[config.mk]
export PLATFORM = sky130hd
export DESIGN_NAME = pinCond
export DESIGN_NICKNAME = d
export VERILOG_FILES = /design/src/rtl/pinCondPkg.sv /design/src/rtl/pinSync.sv /design/src/rtl/pinCondCtrl.sv /design/src/rtl/pinCondData.sv /design/src/rtl/pinCond.sv
export SDC_FILE = /design/constraint.sdc
export NUM_CORES = 1
export LEC_CHECK = 0
export BUFFER_PORTS_ARGS = -buffer_cell sky130_fd_sc_hd__buf_4
export CAP_MARGIN = 20
export CORE_UTILIZATION = 40
export DETAILED_ROUTE_END_ITERATION = 10
export GPL_ROUTABILITY_DRIVEN = 0
export MAX_ROUTING_LAYER = met4
export SYNTH_ARGS = -nofsm -noshare
export SYNTH_HDL_FRONTEND = slang
export SYNTH_SLANG_ARGS = --single-unit
[constraint.sdc]
create_clock -name clk -period 1.49 [get_ports clk]
set_input_delay 0.0745 -clock clk [delete_from_list [all_inputs] [get_ports clk]]
set_output_delay 0.0745 -clock clk [all_outputs]
set_load 0.02 [all_outputs]
[src/rtl/pinCondPkg.sv]
package pinCondPkg;
  localparam int PIN_W   = 7;
  localparam int PIN_TB  = 0;
  localparam int PIN_EXT = 1;
  localparam int PIN_SMI = 2;
  localparam int PIN_MCK = 3;
  localparam int PIN_CKS = 4;
  localparam int PIN_HRS = 5;
  localparam int PIN_SRS = 6;
  // inactive level of every pin, used as reset value of all stored levels
  localparam logic [PIN_W-1:0] PIN_IDLE = 7'b0111000;

  localparam int PEND_W  = 4;
  localparam int PB_EXT  = 0;
  localparam int PB_SMI  = 1;
  localparam int PB_MCK  = 2;
  localparam int PB_SRS  = 3;

  typedef struct packed {
    logic [PEND_W-1:0] lvlSet;
    logic [PEND_W-1:0] lvlClr;
    logic              mckSet;
    logic              haltSet;
    logic              rstFire;
    logic              tbStart;
    logic              tbStop;
  } strobeT;
endpackage

[src/rtl/pinSync.sv]
module pinSync #(
  parameter int STAGES = 2,
  parameter int W = 7,
  parameter logic [W-1:0] IDLE = '0
) (
  input  logic         clk,
  input  logic         rstN,
  input  logic [W-1:0] pinsRaw,
  output logic [W-1:0] pinsSync
);
  logic [W-1:0] chain [STAGES];

  always_ff @(posedge clk or negedge rstN) begin
    if (!rstN) chain[0] <= IDLE;
    else       chain[0] <= pinsRaw;
  end

  for (genvar s = 1; s < STAGES; s++) begin : g_stage
    always_ff @(posedge clk or negedge rstN) begin
      if (!rstN) chain[s] <= IDLE;
      else       chain[s] <= chain[s-1];
    end
  end

  assign pinsSync = chain[STAGES-1];
endmodule

[src/rtl/pinCondCtrl.sv]
module pinCondCtrl
  import pinCondPkg::*;
(
  input  logic             clk,
  input  logic             rstN,
  input  logic [PIN_W-1:0] pinsSync,
  output strobeT           strobes
);
  logic [PIN_W-1:0] lastLvl;
  logic [PIN_W-1:0] changed;
  logic [PIN_W-1:0] wentHigh;
  logic [PIN_W-1:0] wentLow;

  always_ff @(posedge clk or negedge rstN) begin
    if (!rstN) lastLvl <= PIN_IDLE;
    else       lastLvl <= pinsSync;
  end

  assign changed  = pinsSync ^ lastLvl;
  assign wentHigh = changed & pinsSync;
  assign wentLow  = changed & ~pinsSync;

  always_comb begin
    strobes = '0;
    strobes.lvlSet[PB_EXT] = wentHigh[PIN_EXT];
    strobes.lvlClr[PB_EXT] = wentLow[PIN_EXT];
    strobes.lvlSet[PB_SMI] = wentHigh[PIN_SMI];
    strobes.lvlClr[PB_SMI] = wentLow[PIN_SMI];
    strobes.lvlSet[PB_SRS] = wentHigh[PIN_SRS];
    strobes.lvlClr[PB_SRS] = wentLow[PIN_SRS];
    strobes.mckSet  = wentLow[PIN_MCK];
    strobes.haltSet = wentLow[PIN_CKS];
    strobes.rstFire = wentLow[PIN_HRS];
    strobes.tbStart = wentHigh[PIN_TB];
    strobes.tbStop  = wentLow[PIN_TB];
  end
endmodule

[src/rtl/pinCondData.sv]
module pinCondData
  import pinCondPkg::*;
(
  input  logic              clk,
  input  logic              rstN,
  input  strobeT            strobes,
  input  logic [PEND_W-1:0] ackIn,
  output logic [PEND_W-1:0] pendingOut,
  output logic              irqReq,
  output logic              coreHalt,
  output logic              coreRst,
  output logic              tbRun
);
  logic [PEND_W-1:0] pendNext;

  always_comb begin
    pendNext = (pendingOut | strobes.lvlSet) & ~strobes.lvlClr;
    if (strobes.mckSet)     pendNext[PB_MCK] = 1'b1;
    else if (ackIn[PB_MCK]) pendNext[PB_MCK] = 1'b0;
  end

  always_ff @(posedge clk or negedge rstN) begin
    if (!rstN) begin
      pendingOut <= '0;
      irqReq     <= 1'b0;
      coreHalt   <= 1'b0;
      coreRst    <= 1'b0;
      tbRun      <= 1'b0;
    end else begin
      pendingOut <= pendNext;
      irqReq     <= |pendNext;
      coreHalt   <= coreHalt | strobes.haltSet;
      coreRst    <= strobes.rstFire;
      if (strobes.tbStart)     tbRun <= 1'b1;
      else if (strobes.tbStop) tbRun <= 1'b0;
    end
  end
endmodule

[src/rtl/pinCond.sv]
module pinCond
  import pinCondPkg::*;
#(
  parameter int SYNC_STAGES = 2
) (
  input  logic              clk,
  input  logic              rstN,
  input  logic              tbEnIn,
  input  logic              extIrqIn,
  input  logic              smiIn,
  input  logic              mchkNIn,
  input  logic              ckstopNIn,
  input  logic              hresetNIn,
  input  logic              softRstIn,
  input  logic [PEND_W-1:0] ackIn,
  output logic [PEND_W-1:0] pendingOut,
  output logic              irqReq,
  output logic              coreHalt,
  output logic              coreRst,
  output logic              tbRun
);
  logic [PIN_W-1:0] pinsRaw;
  logic [PIN_W-1:0] pinsSync;
  strobeT           strobes;

  always_comb begin
    pinsRaw          = '0;
    pinsRaw[PIN_TB]  = tbEnIn;
    pinsRaw[PIN_EXT] = extIrqIn;
    pinsRaw[PIN_SMI] = smiIn;
    pinsRaw[PIN_MCK] = mchkNIn;
    pinsRaw[PIN_CKS] = ckstopNIn;
    pinsRaw[PIN_HRS] = hresetNIn;
    pinsRaw[PIN_SRS] = softRstIn;
  end

  pinSync #(.STAGES(SYNC_STAGES), .W(PIN_W), .IDLE(PIN_IDLE)) u_sync (
    .clk(clk), .rstN(rstN), .pinsRaw(pinsRaw), .pinsSync(pinsSync)
  );

  pinCondCtrl u_ctrl (
    .clk(clk), .rstN(rstN), .pinsSync(pinsSync), .strobes(strobes)
  );

  pinCondData u_data (
    .clk(clk), .rstN(rstN), .strobes(strobes), .ackIn(ackIn),
    .pendingOut(pendingOut), .irqReq(irqReq), .coreHalt(coreHalt),
    .coreRst(coreRst), .tbRun(tbRun)
  );
endmodule

==> results.toml, run 1 <==
[outcome]
outcome = "complete, no violations"

[routing]
antenna_left = 0
wl_per_cell_microns = 9.29
dr.pass1.iters = 3
drc_errors = 0
vias_per_cell = 4.05
drt_iter0_drc = 5
vias = 437
wl_microns = 1000

[timing]
period_minus_slack_ns = 1.33
max_freq_mhz = 752
finalMaxSlewViolations = 0
skew_ns = 0.00666
period_share = 0.892
layout_setup_ws_ns = 0.161
setup_viol = 0
slew-limit-headroom = 0.777
rsz0062_at_grt = "false"
tightest_slew_ns = 0.334
final_hold_viol_count = 0
setup_tns_ns = 0

[setup_path]
worstSetupEndpointType = "flip-flop"
crit_path_start = "u_data.pendingOut[3]"
crit_path_cell_trace = "maj3_2 -> or4_1"
arrival_ns = 1.52
ff2ff_path_depth = 2
path_depth = 2
r2r-end = "u_data.irqReq"
r2r_start = "u_data.pendingOut[3]"
crit_type = "reg2reg"
critPathMaxStageDelay_ns = 0.51
cp_max_fo = 2
slowest_stage = "or4_1"
crit_family = "simple AND/OR/NAND/NOR gates"
reg2reg_slack_ns = 0.16
cp.required_ns = 1.68
start_kind = "flip-flop"
crit_buf_inv = 0
crit_path_end = "u_data.irqReq"

[floorplanning]
die-height_microns = 47.9
rows = 16
dieArea_sq_um = 2300
die_w_microns = 47.9
start_util = 0.430
core_sq_um = 1960
num_io_pins = 21

[logic_synthesis]
synth_seq_cells = 29
synth_largest_area_cell = "dfrtp_1"
avgSynthCellArea_sq_um = 17.9
syn_nets = 61
yosysTopAreaCellShare = 0.593
ys_seq_area_frac = 0.874
synthTopCellsByArea = "dfrtp_1 59%, dfstp_2 28%, inv_1 2.2%, ha_1 1.5%, maj3_2 1.3%"
yosysWarnings = 0
synth.most_common_cell = "dfrtp_1"
synth_common_cells = "20 x dfrtp_1, 9 x dfstp_2, 5 x inv_1"
ys.flop_type = "dfrtp_1"
synth_edf_count = 0
synth_cell_types = 13
syn_inst = 47
synthArstFlopShare = 1.00
syn-cell-area_sq_um = 843

[clock_tree]
htree_num_levels = 2
clock-root-buffer = "clkbuf_4"
cts_made_buffers = 5
clkTransAtPathRegs_ns = 0.08
cts_sinks = 29
clk_latency_ns = 0.31
cts_tree = "yes"
postCtsSetupRepairBufs = 0
cts.path.max_buffers = 2

[final_layout]
antenna_cells = 0
stdcell_count = 108
area_growth_pct = 36.8
drive_gt1_frac = 0.420
nNetsFinal = 94
fin_util = 0.588

[power]
power_density_nw_per_um2 = 1260
p_leak_nw = 0.535
power_mw = 1.45
irDropWorstVdd_mv = 0.689

[global_route]
grt_antenna_before_repair = 0
overflow = 0
grt_pass1_wl_microns = 1520
grt_max_degree = 30
track_usage = 0.122
grt_pass1_vias = 341

[job]
drv_cap = 0

[place]
dpl.hpwl_microns = 648
dp_slack_ns = 0.168
placedCellCount = 91
port_buffers = 17

[hold_path]
hold_path_class = "in2async"
metal layers:
metal / share of wire / track usage / up-vias
met5: 0 / - / -
met4: 0.049 / 0.117 / 0
met3: 0.074 / 0.102 / 5
met2: 0.42 / 0.132 / 14
met1: 0.46 / 0.127 / 203
li1: - / - / 215
stage by stage:
step	cell area [sq um]	hold slack, ns
floorplan	843	-0.221
global placement	1000	0.00361
detailed placement	1000	0.00313
CTS	1150	0.190
global route	1150	0.233
finish	1150	0.200
timing repair:
action	4_1_cts	5_1_grt
gates resized for setup	0	0
hold buffers	9	0
endpoints found under the hold margin	37	0
area by class of cell:
| class | instances | area (sq um) |
|---|---|---|
| fillers | 174 | 808 |
| flip-flops and latches | 29 | 737 |
| repair buffers | 26 | 218 |
| multi-input cells | 13 | 87.6 |
| well taps | 27 | 33.8 |
| clock buffers | 8 | 58.8 |
| inverters | 5 | 18.8 |
layout by cell type (no fill, tap or decap), drive strengths merged:
master / synthesis / final
nor2: 2 / 2
clkbuf: 0 / 8
buf: 0 / 17
o21ai: 2 / 2
dfstp: 9 / 9
a21o: 1 / 1
nand2: 2 / 2
dfrtp: 20 / 20
dlygate4sd3: 0 / 9
mux2: 1 / 1
or4: 1 / 1
inv: 5 / 5
maj3: 1 / 1
ha: 1 / 1
o22ai: 1 / 1
nor2b: 1 / 1
worst min-delay path by stage:
stage,end,start,cells after the start,slack [ns]
2_1_floorplan,u_ctrl.lastLvl[0],rstN,0,-0.22
3_3_place_gp,u_sync.pinsSync[6],rstN,1,0.004
3_5_place_dp,u_sync.pinsSync[6],rstN,1,0.003
4_1_cts,u_ctrl.lastLvl[1],rstN,2,0.19
5_1_grt,u_sync.pinsSync[1],rstN,2,0.23
6_report,u_sync.pinsSync[2],rstN,2,0.20
power breakdown:
group / switching (mW) / internal [mW] / total, mW / leakage (nW)
clock: 0.236 / 0.232 / 0.468 / 0.0326
sequential: 0.0194 / 0.842 / 0.861 / 0.325
combinational: 0.0581 / 0.0640 / 0.122 / 0.178
total: 0.313 / 1.14 / 1.45 / 0.535
sequential cells by signal (all words and copies together), names as in the netlist:
register	cells
u_ctrl.lastLvl	7
u_sync.chain	7
u_data.pendingOut	4
u_data.coreRst	1
u_data.irqReq	1
u_sync.pinsSync	7
u_data.coreHalt	1
u_data.tbRun	1
kinds of logic (layout without fill, tap and decap cells):
logic type / after synthesis / count (layout) / share of synthesized area
flip-flops: 29 / 29 / 0.874
buffers and inverters: 5 / 39 / 0.0223
adder cells (fa/ha/maj): 2 / 2 / 0.0282
AO/OA/AOI/OAI: 4 / 4 / 0.0282
multiplexers: 1 / 1 / 0.0134
AND/OR/NAND/NOR: 6 / 6 / 0.0341
(Power assumes the default switching activity.)
==> run 2, diff against run 1 <==
CORE_MARGIN = 4   (was unset)
CTS_CLUSTER_SIZE = 28   (was unset)
==> run 2 against run 1 <==
Against the previous run:
- total power shrank 3.5%
- sequential share of layout area grew 0.42 points
- critical path depth is the same
- worst setup slack lost 0.017 ns
- clock power shrank 11%
- clock skew grew 0.0026 ns
- critical endpoint unchanged
- largest power group unchanged
==> results.toml, run 2 (synthesis results as in run 1) <==
[final_layout]
antenna_cells = 0
final_common_cell = "dfrtp_1"
stdcell_count = 108
nNetsFinal = 94
n_fill_cell = 168
area_growth_pct = 35.9
layout_common_cells = "20 x dfrtp_1, 17 x buf_4, 9 x dlygate4sd3_1, 9 x dfstp_2"
drive_gt1_frac = 0.432

[timing]
finalMaxSlewViolations = 0
skew_ns = 0.00928
period_minus_slack_ns = 1.35
tightest_slew_ns = 0.333
period_share = 0.903
slew-limit-headroom = 0.778
setup_viol = 0
setup_tns_ns = 0
rsz0062_at_grt = "false"
final_hold_viol_count = 0
max_freq_mhz = 743

[setup_path]
crit_path_cell_trace = "maj3_2 -> or4_1"
reg2reg_slack_ns = 0.14
r2r_start = "u_data.pendingOut[3]"
arrival_ns = 1.52
crit_family = "simple AND/OR/NAND/NOR gates"
ff2ff_path_depth = 2
cp_max_fo = 2
r2r-end = "u_data.irqReq"
crit_path_end = "u_data.irqReq"
slowest_stage = "or4_1"
worstSetupEndpointType = "flip-flop"
crit_buf_inv = 0
path_depth = 2
crit_path_start = "u_data.pendingOut[3]"
start_kind = "flip-flop"
critPathMaxStageDelay_ns = 0.51
crit_type = "reg2reg"
cp.required_ns = 1.67

[power]
internal-power_mw = 1.09
p_clk_frac = 0.298
p_leak_nw = 0.535
pwr-share-comb = 0.087
power_density_nw_per_um2 = 1220
irDropWorstVdd_mv = 0.796
p_switching_mw = 0.315
swShare = 0.225
pwr-share-seq = 0.616

[clock_tree]
hold_buffers = 9
cts.path.max_buffers = 2
cts_resized = 0
postCtsSetupRepairBufs = 0
clock-root-buffer = "clkbuf_4"
htree_num_levels = 2
clkTransAtPathRegs_ns = 0.09
cts_made_buffers = 5
cts_tree = "yes"
cts_sinks = 29
clk_latency_ns = 0.31

[routing]
antenna_left = 0
wl_microns = 1050
drt_iter0_drc = 3
drc_errors = 0
dr.pass1.iters = 3
wl_per_cell_microns = 9.74
vias_per_cell = 4.27
vias = 461

[floorplanning]
die_w_microns = 53.9
num_io_pins = 21
start_util = 0.426
core_sq_um = 1980
die-height_microns = 53.9
dieArea_sq_um = 2910
rows = 16

[global_route]
grt_pass1_vias = 456
grt_antenna_before_repair = 0
overflow = 0
grt_max_degree = 30
grt_pass1_wl_microns = 1980
track_usage = 0.111

[place]
dpl.hpwl_microns = 702
placedCellCount = 91
port_buffers = 17

[job]
drv_cap = 0

[hold_path]
hold_path_class = "in2async"

[outcome]
outcome = "complete, no violations"
[run 2: worst reg2reg max path, cell delays in order (launching register included)]
cell     delay (ns)
dfrtp_1        0.39
maj3_2         0.32
or4_1          0.51
[run 2: how the worst min path moves through the flow]
stage,start,end,slack (ns),cells after the start
2_1_floorplan,rstN,u_ctrl.lastLvl[0],-0.22,0
3_3_place_gp,rstN,u_data.pendingOut[2],0.008,1
3_5_place_dp,rstN,u_data.pendingOut[2],0.006,1
4_1_cts,rstN,u_data.coreRst,0.21,2
5_1_grt,rstN,u_ctrl.lastLvl[0],0.22,2
6_report,rstN,u_sync.pinsSync[2],0.22,2
[run 2: metal layers]
| metal | share of wire | vias to the layer above | GRT usage |
|---|---|---|---|
| li1 | - | 218 | - |
| met1 | 0.40 | 219 | 0.120 |
| met2 | 0.47 | 18 | 0.143 |
| met3 | 0.11 | 6 | 0.0831 |
| met4 | 0.024 | 0 | 0.0638 |
| met5 | 0 | - | - |
[run 2: final cells by class]
type                    count  area (sq um)  area share
clock buffers               6          41.3      0.0360
clock inverters             2          10.0     0.00873
multi-input cells          13          87.6      0.0764
repair buffers             26           218       0.190
well taps                  27          33.8      0.0295
flip-flops and latches     29           737       0.643
inverters                   5          18.8      0.0164
[run 2: through the flow]
stage	hold WS, ns	power, mW	area (sq um)	util	setup slack (ns)
final	0.220	1.40	1150	0.578	0.144
after global routing	0.223	1.49	1150	0.578	0.122
after global placement	0.00829	0.979	1000	0.507	0.172
after floorplan	-0.221	0.915	843	-	0.0900
after detailed placement	0.00638	0.984	1000	0.507	0.144
after CTS	0.214	1.43	1150	0.578	0.129
[run 2: power groups by stage]
stage | Combinational, mW | Sequential [mW] | Clock (mW)
6_report | 0.122 | 0.862 | 0.417
5_1_grt | 0.136 | 0.869 | 0.490
4_1_cts | 0.125 | 0.863 | 0.439
3_5_place_dp | 0.106 | 0.878 | 0
3_3_place_gp | 0.105 | 0.874 | 0
2_1_floorplan | 0.0209 | 0.894 | 0
